**src/rtl/chop_pkg.sv**
```systemverilog
// Shared definitions for the bridge chopper.
// Assumes: gate vectors are ordered {a_hi, a_lo, b_hi, b_lo}.
package chop_pkg;

    typedef enum logic [2:0] {
        ST_IDLE,     // bridge not energized, all gates off
        ST_ARM,      // all-off dead time before a diagonal turns on
        ST_DRIVE,    // forward diagonal on, trips accepted
        ST_OFF_DT,   // first dead time of the off interval
        ST_OFF_HOLD, // recirculation hold of the off interval
        ST_REC_DT    // dead time before forward drive resumes
    } chop_state_t;

    localparam int GATE_A_HI = 3;
    localparam int GATE_A_LO = 2;
    localparam int GATE_B_HI = 1;
    localparam int GATE_B_LO = 0;

endpackage

```
**src/rtl/chop_timer.sv**
```systemverilog
// Down-counter shared by all timed phases of the chopper.
// Assumes: a load of N-1 on entry to a phase makes that phase last N cycles;
// done is high in the last cycle of the phase.
module chop_timer #(
    parameter int W = 12
) (
    input  logic         clk,
    input  logic         rst_n,
    input  logic         load,
    input  logic [W-1:0] load_val,
    output logic         done
);

    logic [W-1:0] cnt_q;

    // Load on phase entry, otherwise count down to zero and hold.
    always_ff @(posedge clk) begin
        if (!rst_n)
            cnt_q <= '0;
        else if (load)
            cnt_q <= load_val;
        else if (cnt_q != '0)
            cnt_q <= cnt_q - W'(1);
    end

    assign done = (cnt_q == '0);

endmodule

```
**src/rtl/chop_seq.sv**
```systemverilog
// Phase sequencer: arming, forward drive, the three-part off interval.
// Assumes: trip_i is already synchronized; off_len_i > DEAD_CYC when a trip lands.
// Captures polarity on arming, and decay mode plus hold length on a trip.
module chop_seq
    import chop_pkg::*;
#(
    parameter int DEAD_CYC = 200,
    parameter int OFF_W    = 12,
    parameter int CNT_W    = 12
) (
    input  logic             clk,
    input  logic             rst_n,
    input  logic             en_i,
    input  logic             dir_i,
    input  logic             slow_i,
    input  logic             trip_i,
    input  logic [OFF_W-1:0] off_len_i,
    input  logic             tmr_done,
    output logic             tmr_load,
    output logic [CNT_W-1:0] tmr_val,
    output chop_state_t      state_o,
    output logic             dir_o,
    output logic             slow_o
);

    localparam logic [CNT_W-1:0] DEAD_V  = CNT_W'(DEAD_CYC);
    localparam logic [CNT_W-1:0] DEAD_M1 = CNT_W'(DEAD_CYC - 1);

    chop_state_t      state_q, state_d;
    logic             dir_q, dir_d;
    logic             slow_q, slow_d;
    logic [CNT_W-1:0] hold_q, hold_d;
    logic [CNT_W-1:0] off_ext;
    logic [CNT_W-1:0] hold_len_m1;

    // Hold phase length minus one, from the off length less one dead time.
    always_comb begin
        off_ext     = CNT_W'(off_len_i);
        hold_len_m1 = (off_ext > DEAD_V) ? (off_ext - DEAD_V - CNT_W'(1)) : '0;
    end

    // Next phase, captured values and timer load for the current phase.
    always_comb begin
        state_d  = state_q;
        dir_d    = dir_q;
        slow_d   = slow_q;
        hold_d   = hold_q;
        tmr_load = 1'b0;
        tmr_val  = DEAD_M1;
        if (!en_i) begin
            state_d = ST_IDLE;
        end else begin
            unique case (state_q)
                ST_IDLE: begin
                    state_d  = ST_ARM;
                    dir_d    = dir_i;
                    tmr_load = 1'b1;
                end
                ST_ARM: begin
                    if (dir_i != dir_q) begin
                        dir_d    = dir_i;
                        tmr_load = 1'b1;
                    end else if (tmr_done) begin
                        state_d = ST_DRIVE;
                    end
                end
                ST_DRIVE: begin
                    if (dir_i != dir_q) begin
                        state_d  = ST_ARM;
                        dir_d    = dir_i;
                        tmr_load = 1'b1;
                    end else if (trip_i) begin
                        state_d  = ST_OFF_DT;
                        slow_d   = slow_i;
                        hold_d   = hold_len_m1;
                        tmr_load = 1'b1;
                    end
                end
                ST_OFF_DT: begin
                    if (tmr_done) begin
                        state_d  = ST_OFF_HOLD;
                        tmr_load = 1'b1;
                        tmr_val  = hold_q;
                    end
                end
                ST_OFF_HOLD: begin
                    if (tmr_done) begin
                        state_d  = ST_REC_DT;
                        tmr_load = 1'b1;
                    end
                end
                ST_REC_DT: begin
                    if (tmr_done) begin
                        if (dir_i != dir_q) begin
                            state_d  = ST_ARM;
                            dir_d    = dir_i;
                            tmr_load = 1'b1;
                        end else begin
                            state_d = ST_DRIVE;
                        end
                    end
                end
                default: state_d = ST_IDLE;
            endcase
        end
    end

    // Phase and captured-value registers.
    always_ff @(posedge clk) begin
        if (!rst_n) begin
            state_q <= ST_IDLE;
            dir_q   <= 1'b1;
            slow_q  <= 1'b1;
            hold_q  <= '0;
        end else begin
            state_q <= state_d;
            dir_q   <= dir_d;
            slow_q  <= slow_d;
            hold_q  <= hold_d;
        end
    end

    assign state_o = state_q;
    assign dir_o   = dir_q;
    assign slow_o  = slow_q;

endmodule

```
**src/rtl/chop_gate_map.sv**
```systemverilog
// Maps phase, captured polarity and decay mode onto the four gates.
// Assumes: inputs are registers, so the gates change only after a clock edge.
// The source leg is A when dir is 1 and B when dir is 0.
module chop_gate_map
    import chop_pkg::*;
(
    input  chop_state_t state_i,
    input  logic        dir_i,
    input  logic        slow_i,
    output logic [3:0]  gates_o
);

    logic src_hi, src_lo, snk_hi, snk_lo;

    // Role-based switch decode: source leg and sink leg.
    always_comb begin
        src_hi = 1'b0;
        src_lo = 1'b0;
        snk_hi = 1'b0;
        snk_lo = 1'b0;
        unique case (state_i)
            ST_DRIVE: begin
                src_hi = 1'b1;
                snk_lo = 1'b1;
            end
            ST_OFF_DT, ST_REC_DT: src_hi = slow_i;
            ST_OFF_HOLD: begin
                src_hi = slow_i;
                snk_hi = slow_i;
                src_lo = !slow_i;
            end
            default: ;
        endcase
    end

    logic [1:0] leg_hi, leg_lo;

    genvar leg;
    generate
        for (leg = 0; leg < 2; leg++) begin : g_leg
            localparam bit IS_A = (leg == 0);
            // Leg is the source when its side matches the polarity.
            assign leg_hi[leg] = ((IS_A == dir_i) ? src_hi : snk_hi);
            assign leg_lo[leg] = ((IS_A == dir_i) ? src_lo : snk_lo);
        end
    endgenerate

    assign gates_o[GATE_A_HI] = leg_hi[0];
    assign gates_o[GATE_A_LO] = leg_lo[0];
    assign gates_o[GATE_B_HI] = leg_hi[1];
    assign gates_o[GATE_B_LO] = leg_lo[1];

endmodule

```
**src/rtl/chop_bridge_ctl.sv**
```systemverilog
// Constant off-time chopper for one H-bridge with slow/fast decay.
// Assumes: synchronous active-low reset, trip already synchronized,
// DEAD_CYC >= 1 and off_len_i > DEAD_CYC whenever a trip is accepted.
module chop_bridge_ctl
    import chop_pkg::*;
#(
    parameter int DEAD_CYC = 200,
    parameter int OFF_W    = 12
) (
    input  logic             clk,
    input  logic             rst_n,
    input  logic             en_i,
    input  logic             dir_i,
    input  logic             slow_i,
    input  logic             trip_i,
    input  logic [OFF_W-1:0] off_len_i,
    output logic             gate_a_hi_o,
    output logic             gate_a_lo_o,
    output logic             gate_b_hi_o,
    output logic             gate_b_lo_o
);

    localparam int DEAD_W = $clog2(DEAD_CYC + 1);
    localparam int CNT_W  = (OFF_W > DEAD_W) ? OFF_W : DEAD_W;

    logic             tmr_load, tmr_done;
    logic [CNT_W-1:0] tmr_val;
    chop_state_t      state;
    logic             cap_dir, cap_slow;
    logic [3:0]       gates;

    chop_timer #(.W(CNT_W)) u_timer (
        .clk      (clk),
        .rst_n    (rst_n),
        .load     (tmr_load),
        .load_val (tmr_val),
        .done     (tmr_done)
    );

    chop_seq #(.DEAD_CYC(DEAD_CYC), .OFF_W(OFF_W), .CNT_W(CNT_W)) u_seq (
        .clk       (clk),
        .rst_n     (rst_n),
        .en_i      (en_i),
        .dir_i     (dir_i),
        .slow_i    (slow_i),
        .trip_i    (trip_i),
        .off_len_i (off_len_i),
        .tmr_done  (tmr_done),
        .tmr_load  (tmr_load),
        .tmr_val   (tmr_val),
        .state_o   (state),
        .dir_o     (cap_dir),
        .slow_o    (cap_slow)
    );

    chop_gate_map u_map (
        .state_i (state),
        .dir_i   (cap_dir),
        .slow_i  (cap_slow),
        .gates_o (gates)
    );

    assign gate_a_hi_o = gates[GATE_A_HI];
    assign gate_a_lo_o = gates[GATE_A_LO];
    assign gate_b_hi_o = gates[GATE_B_HI];
    assign gate_b_lo_o = gates[GATE_B_LO];

endmodule

```
**config.mk**
```make
export PLATFORM = sky130hd
export DESIGN_NAME = chop_bridge_ctl
export DESIGN_NICKNAME = d
export VERILOG_FILES = /design/src/rtl/chop_pkg.sv /design/src/rtl/chop_timer.sv /design/src/rtl/chop_seq.sv /design/src/rtl/chop_gate_map.sv /design/src/rtl/chop_bridge_ctl.sv
export SDC_FILE = /design/constraint.sdc
export NUM_CORES = 1
export LEC_CHECK = 0
export BUFFER_PORTS_ARGS = -buffer_cell sky130_fd_sc_hd__buf_4
export CAP_MARGIN = 20
export CORE_AREA = 2 2 49 85
export CTS_CLUSTER_SIZE = 24
export DETAILED_ROUTE_END_ITERATION = 6
export DIE_AREA = 0 0 51 87
export PLACE_DENSITY = 0.69
export SLEW_MARGIN = 20
export SYNTH_ARGS = -nofsm -noshare
export SYNTH_HDL_FRONTEND = slang
export SYNTH_SLANG_ARGS = --single-unit
export TNS_END_PERCENT = 20
```
**constraint.sdc**
```tcl
create_clock -name clk -period 2.37 [get_ports clk]
set_clock_uncertainty 0.05 [all_clocks]
set_input_delay 0.237 -clock clk [delete_from_list [all_inputs] [get_ports clk]]
set_output_delay 0.237 -clock clk [all_outputs]
set_load 0.03 [all_outputs]
```
==> flow_summary.yaml <==
floorplanning:
  die_y_um: 87
  ios: 22
  start_util_pct: 48.0
  num_rows: 30
  die_area_sq_um: 4440
  core_area_sq_um: 3790
  die_w_um: 51
grt:
  grt_pass1_wl_um: 7070
  grt_start_max_net_pins: 17
  antenna_found_initial: 0
  overflow: 0
  grt_pass1_vias: 1565
  grt_use_total_pct: 21.1
sta:
  setup_viol: 0
  post-route-period-util_pct: 88.7
  rsz0062_at_grt: "no"
  min_period_ns: 2.10
  fmax_mhz: 476
  setup_ws_ns: 0.269
  worstMarginPinSlew_ns: 0.560
  finalSetupTns_ns: 0
  hold_viol_final: 0
  slew_violations: 0
  slew_headroom_pct: 62.4
power_and_ir_drop:
  p_comb_share_pct: 21.2
  swShare_pct: 27.1
  vdd_ir_drop_max_v: 0.000697
  p_clk_share_pct: 41.1
  leakage_nw: 0.806
  p_per_area_nw_per_um2: 694
  p_int_w: 0.00108
  switching_power_w: 0.000402
  p_seq_share_pct: 37.7
setup_path:
  cp_max_fo: 12
  worst-path-buf-inv: 1
  cp_slowest_cell: "dfxtp_1"
  cp.required_ns: 2.08
  cp_top_family: "flip-flops"
  path_cells: "nor2b_1 -> o21ai_0 -> o22ai_1 -> buf_4"
  cp.arrival_ns: 1.81
  slowest_delay_ns: 0.51
  worstSetupPathType: "flop to output pin"
  cp-end-kind: "output pin"
  start_kind: "flop"
clock_tree:
  clk_latency_ns: 0.28
  cts_sinks: 29
  clk_pin_slew_ns: 0.06
  ctsHoldBuffers: 0
  cts_setup_buffers: 0
  cts_resized: 0
  root_buffer: "clkbuf_8"
  cts_made_buffers: 5
  clock_tree.buffer_depth: 2
  cts_tree: "built"
  htreeDepth: 2
cells_and_area:
  syn_to_final_growth_pct: 17.4
  nets: 262
  diodes: 0
  drive_above_1_share_pct: 18.2
  instances_no_fill: 290
synthesis:
  async_reset_ff_share_pct: 0
  netlist_top_cells_area: "dfxtp_1 (32%), a21oi_1 (5.2%), nor2_1 (4.5%), xnor2_1 (3.9%), xor2_1 (3.4%)"
  yosysTopAreaCell: "dfxtp_1"
  ys_types: 53
  synth_edf_count: 0
  ys_warn_count: 0
  ys_ff_latch: 29
  yosys.area.top_type_share_pct: 31.9
  seq_area_frac_synth_pct: 31.9
  netlist_area_sq_um: 1820
  syn_nets: 242
  synth_ff_type: "dfxtp_1"
  syn_avg_cell_area_sq_um: 8.23
  synth_cells: 221
route:
  drc: 0
  wl_per_cell_um: 14.2
  ant_nets: 0
  first_iter_violations: 36
  drtPass1Iterations: 5
  via_count: 1672
  wl_um: 4130
  viasPerCell: 5.77
job:
  maxCapViolations: 0
worst_hold_path:
  hold_path_class: "input pin to flop"
place:
  port_buffers: 21
  placed_cells: 282
  pre_cts_ws_ns: 0.440
  dp_hpwl_um: 3260
  place_congestion: 0.900
run_status:
  status: "complete, no violations"
## Yosys cell counts (3+ instances only)
| cell type | instances |
|---|---|
| ha_1 | 3 |
| a21oi_1 | 19 |
| mux2_1 | 3 |
| nand3b_1 | 3 |
| nor3_1 | 4 |
| buf_4 | 3 |
| o21ai_0 | 6 |
| clkbuf_1 | 6 |
| o31ai_1 | 4 |
| xor2_1 | 7 |
| or3_1 | 4 |
| o22ai_1 | 3 |
| nand4_1 | 5 |
| a32oi_1 | 3 |
| o21ai_1 | 7 |
| nand2b_1 | 5 |
| nand2_1 | 16 |
| o2bb2ai_1 | 3 |
| dfxtp_1 | 29 |
| inv_1 | 8 |
| nand3_1 | 10 |
| xnor2_1 | 8 |
| nor2_1 | 22 |
| mux2i_1 | 3 |
## placed cells by master (no fill, tap or decap), types with 4 or more instances in the layout
cell	Yosys	routed
o21ai_0	6	6
nand4_1	5	5
xnor2_1	8	8
inv_1	8	8
dfxtp_1	29	29
o21ai_1	7	7
nand3_1	10	10
nand2_1	16	16
buf_4	3	23
nor2_1	22	22
or3_1	4	4
o31ai_1	4	4
nor3_1	4	4
nand2b_1	5	5
a21oi_1	19	19
xor2_1	7	7
clkbuf_8	0	5
## kinds of logic after synthesis
group | Yosys count | share of synthesized area, %
AND/OR/NAND/NOR | 88 | 28.1
AO/OA/AOI/OAI | 61 | 22.2
flip-flops | 29 | 31.9
buffers and inverters | 18 | 4.40
XOR/XNOR | 15 | 7.22
multiplexers | 6 | 3.51
adder cells (fa/ha/maj) | 4 | 2.61
## layout make-up
type,instances,area (sq um)
fillers,377,1660
clock inverters,3,65.1
multi-input cells,174,1160
flip-flops and latches,29,581
inverters,8,30.0
clock buffers,5,68.8
repair buffers,23,173
well taps,48,60.1
## power by group through the flow
stage	logic, W	registers, W	clock network, W
2_1_floorplan	0.000243	0.000555	0
3_3_place_gp	0.000311	0.000568	0
3_5_place_dp	0.000311	0.000569	0
4_1_cts	0.000315	0.000558	0.000619
5_1_grt	0.000344	0.000563	0.000640
6_report	0.000314	0.000558	0.000609
## per-stage QoR
step / utilization [%] / power, W / hold WS [ns] / cell area (sq um)
after CTS: 56.3 / 0.00149 / 0.115 / 2140
after global routing: 56.3 / 0.00155 / 0.144 / 2140
after global placement: 52.8 / 0.000879 / 0.393 / 2000
after floorplan: - / 0.000798 / 0.311 / 1820
after detailed placement: 52.8 / 0.000880 / 0.401 / 2000
final: 56.3 / 0.00148 / 0.119 / 2140
## tightest hold or removal path: cells and delay by family
kind | cells | cell delay, ns
buffers and inverters | 1 | 0.07
AND/OR/NAND/NOR | 2 | 0.11
## per-layer routing
| metal | routed length, um | vias up | global-route usage [%] |
|---|---|---|---|
| li1 | - | 852 | - |
| met4 | 115 | 0 | 11.3 |
| met2 | 2260 | 38 | 38.6 |
| met1 | 1640 | 774 | 22.2 |
| met5 | 0 | - | 0 |
| met3 | 117 | 8 | 3.26 |
## flip-flops by register name (all words and copies together) (netlist names)
signal,cells
u_seq.slow_o,1
u_seq.dir_o,1
u_timer.cnt_q,12
u_seq.state_o,3
u_seq.hold_q,12
## path summary, 6_finish.rpt
check	start	to	slack (ns)	depth (start not counted)
setup / recovery	u_seq.state_o[1]	gate_a_hi_o	0.27	4
hold / removal	slow_i	u_seq.slow_o	0.12	3
setup reg to reg	u_timer.cnt_q[0]	u_timer.cnt_q[0]	0.39	7
hold reg to reg	u_seq.hold_q[0]	u_seq.hold_q[0]	0.41	2
Note: power is estimated with default switching activity, not from simulation.
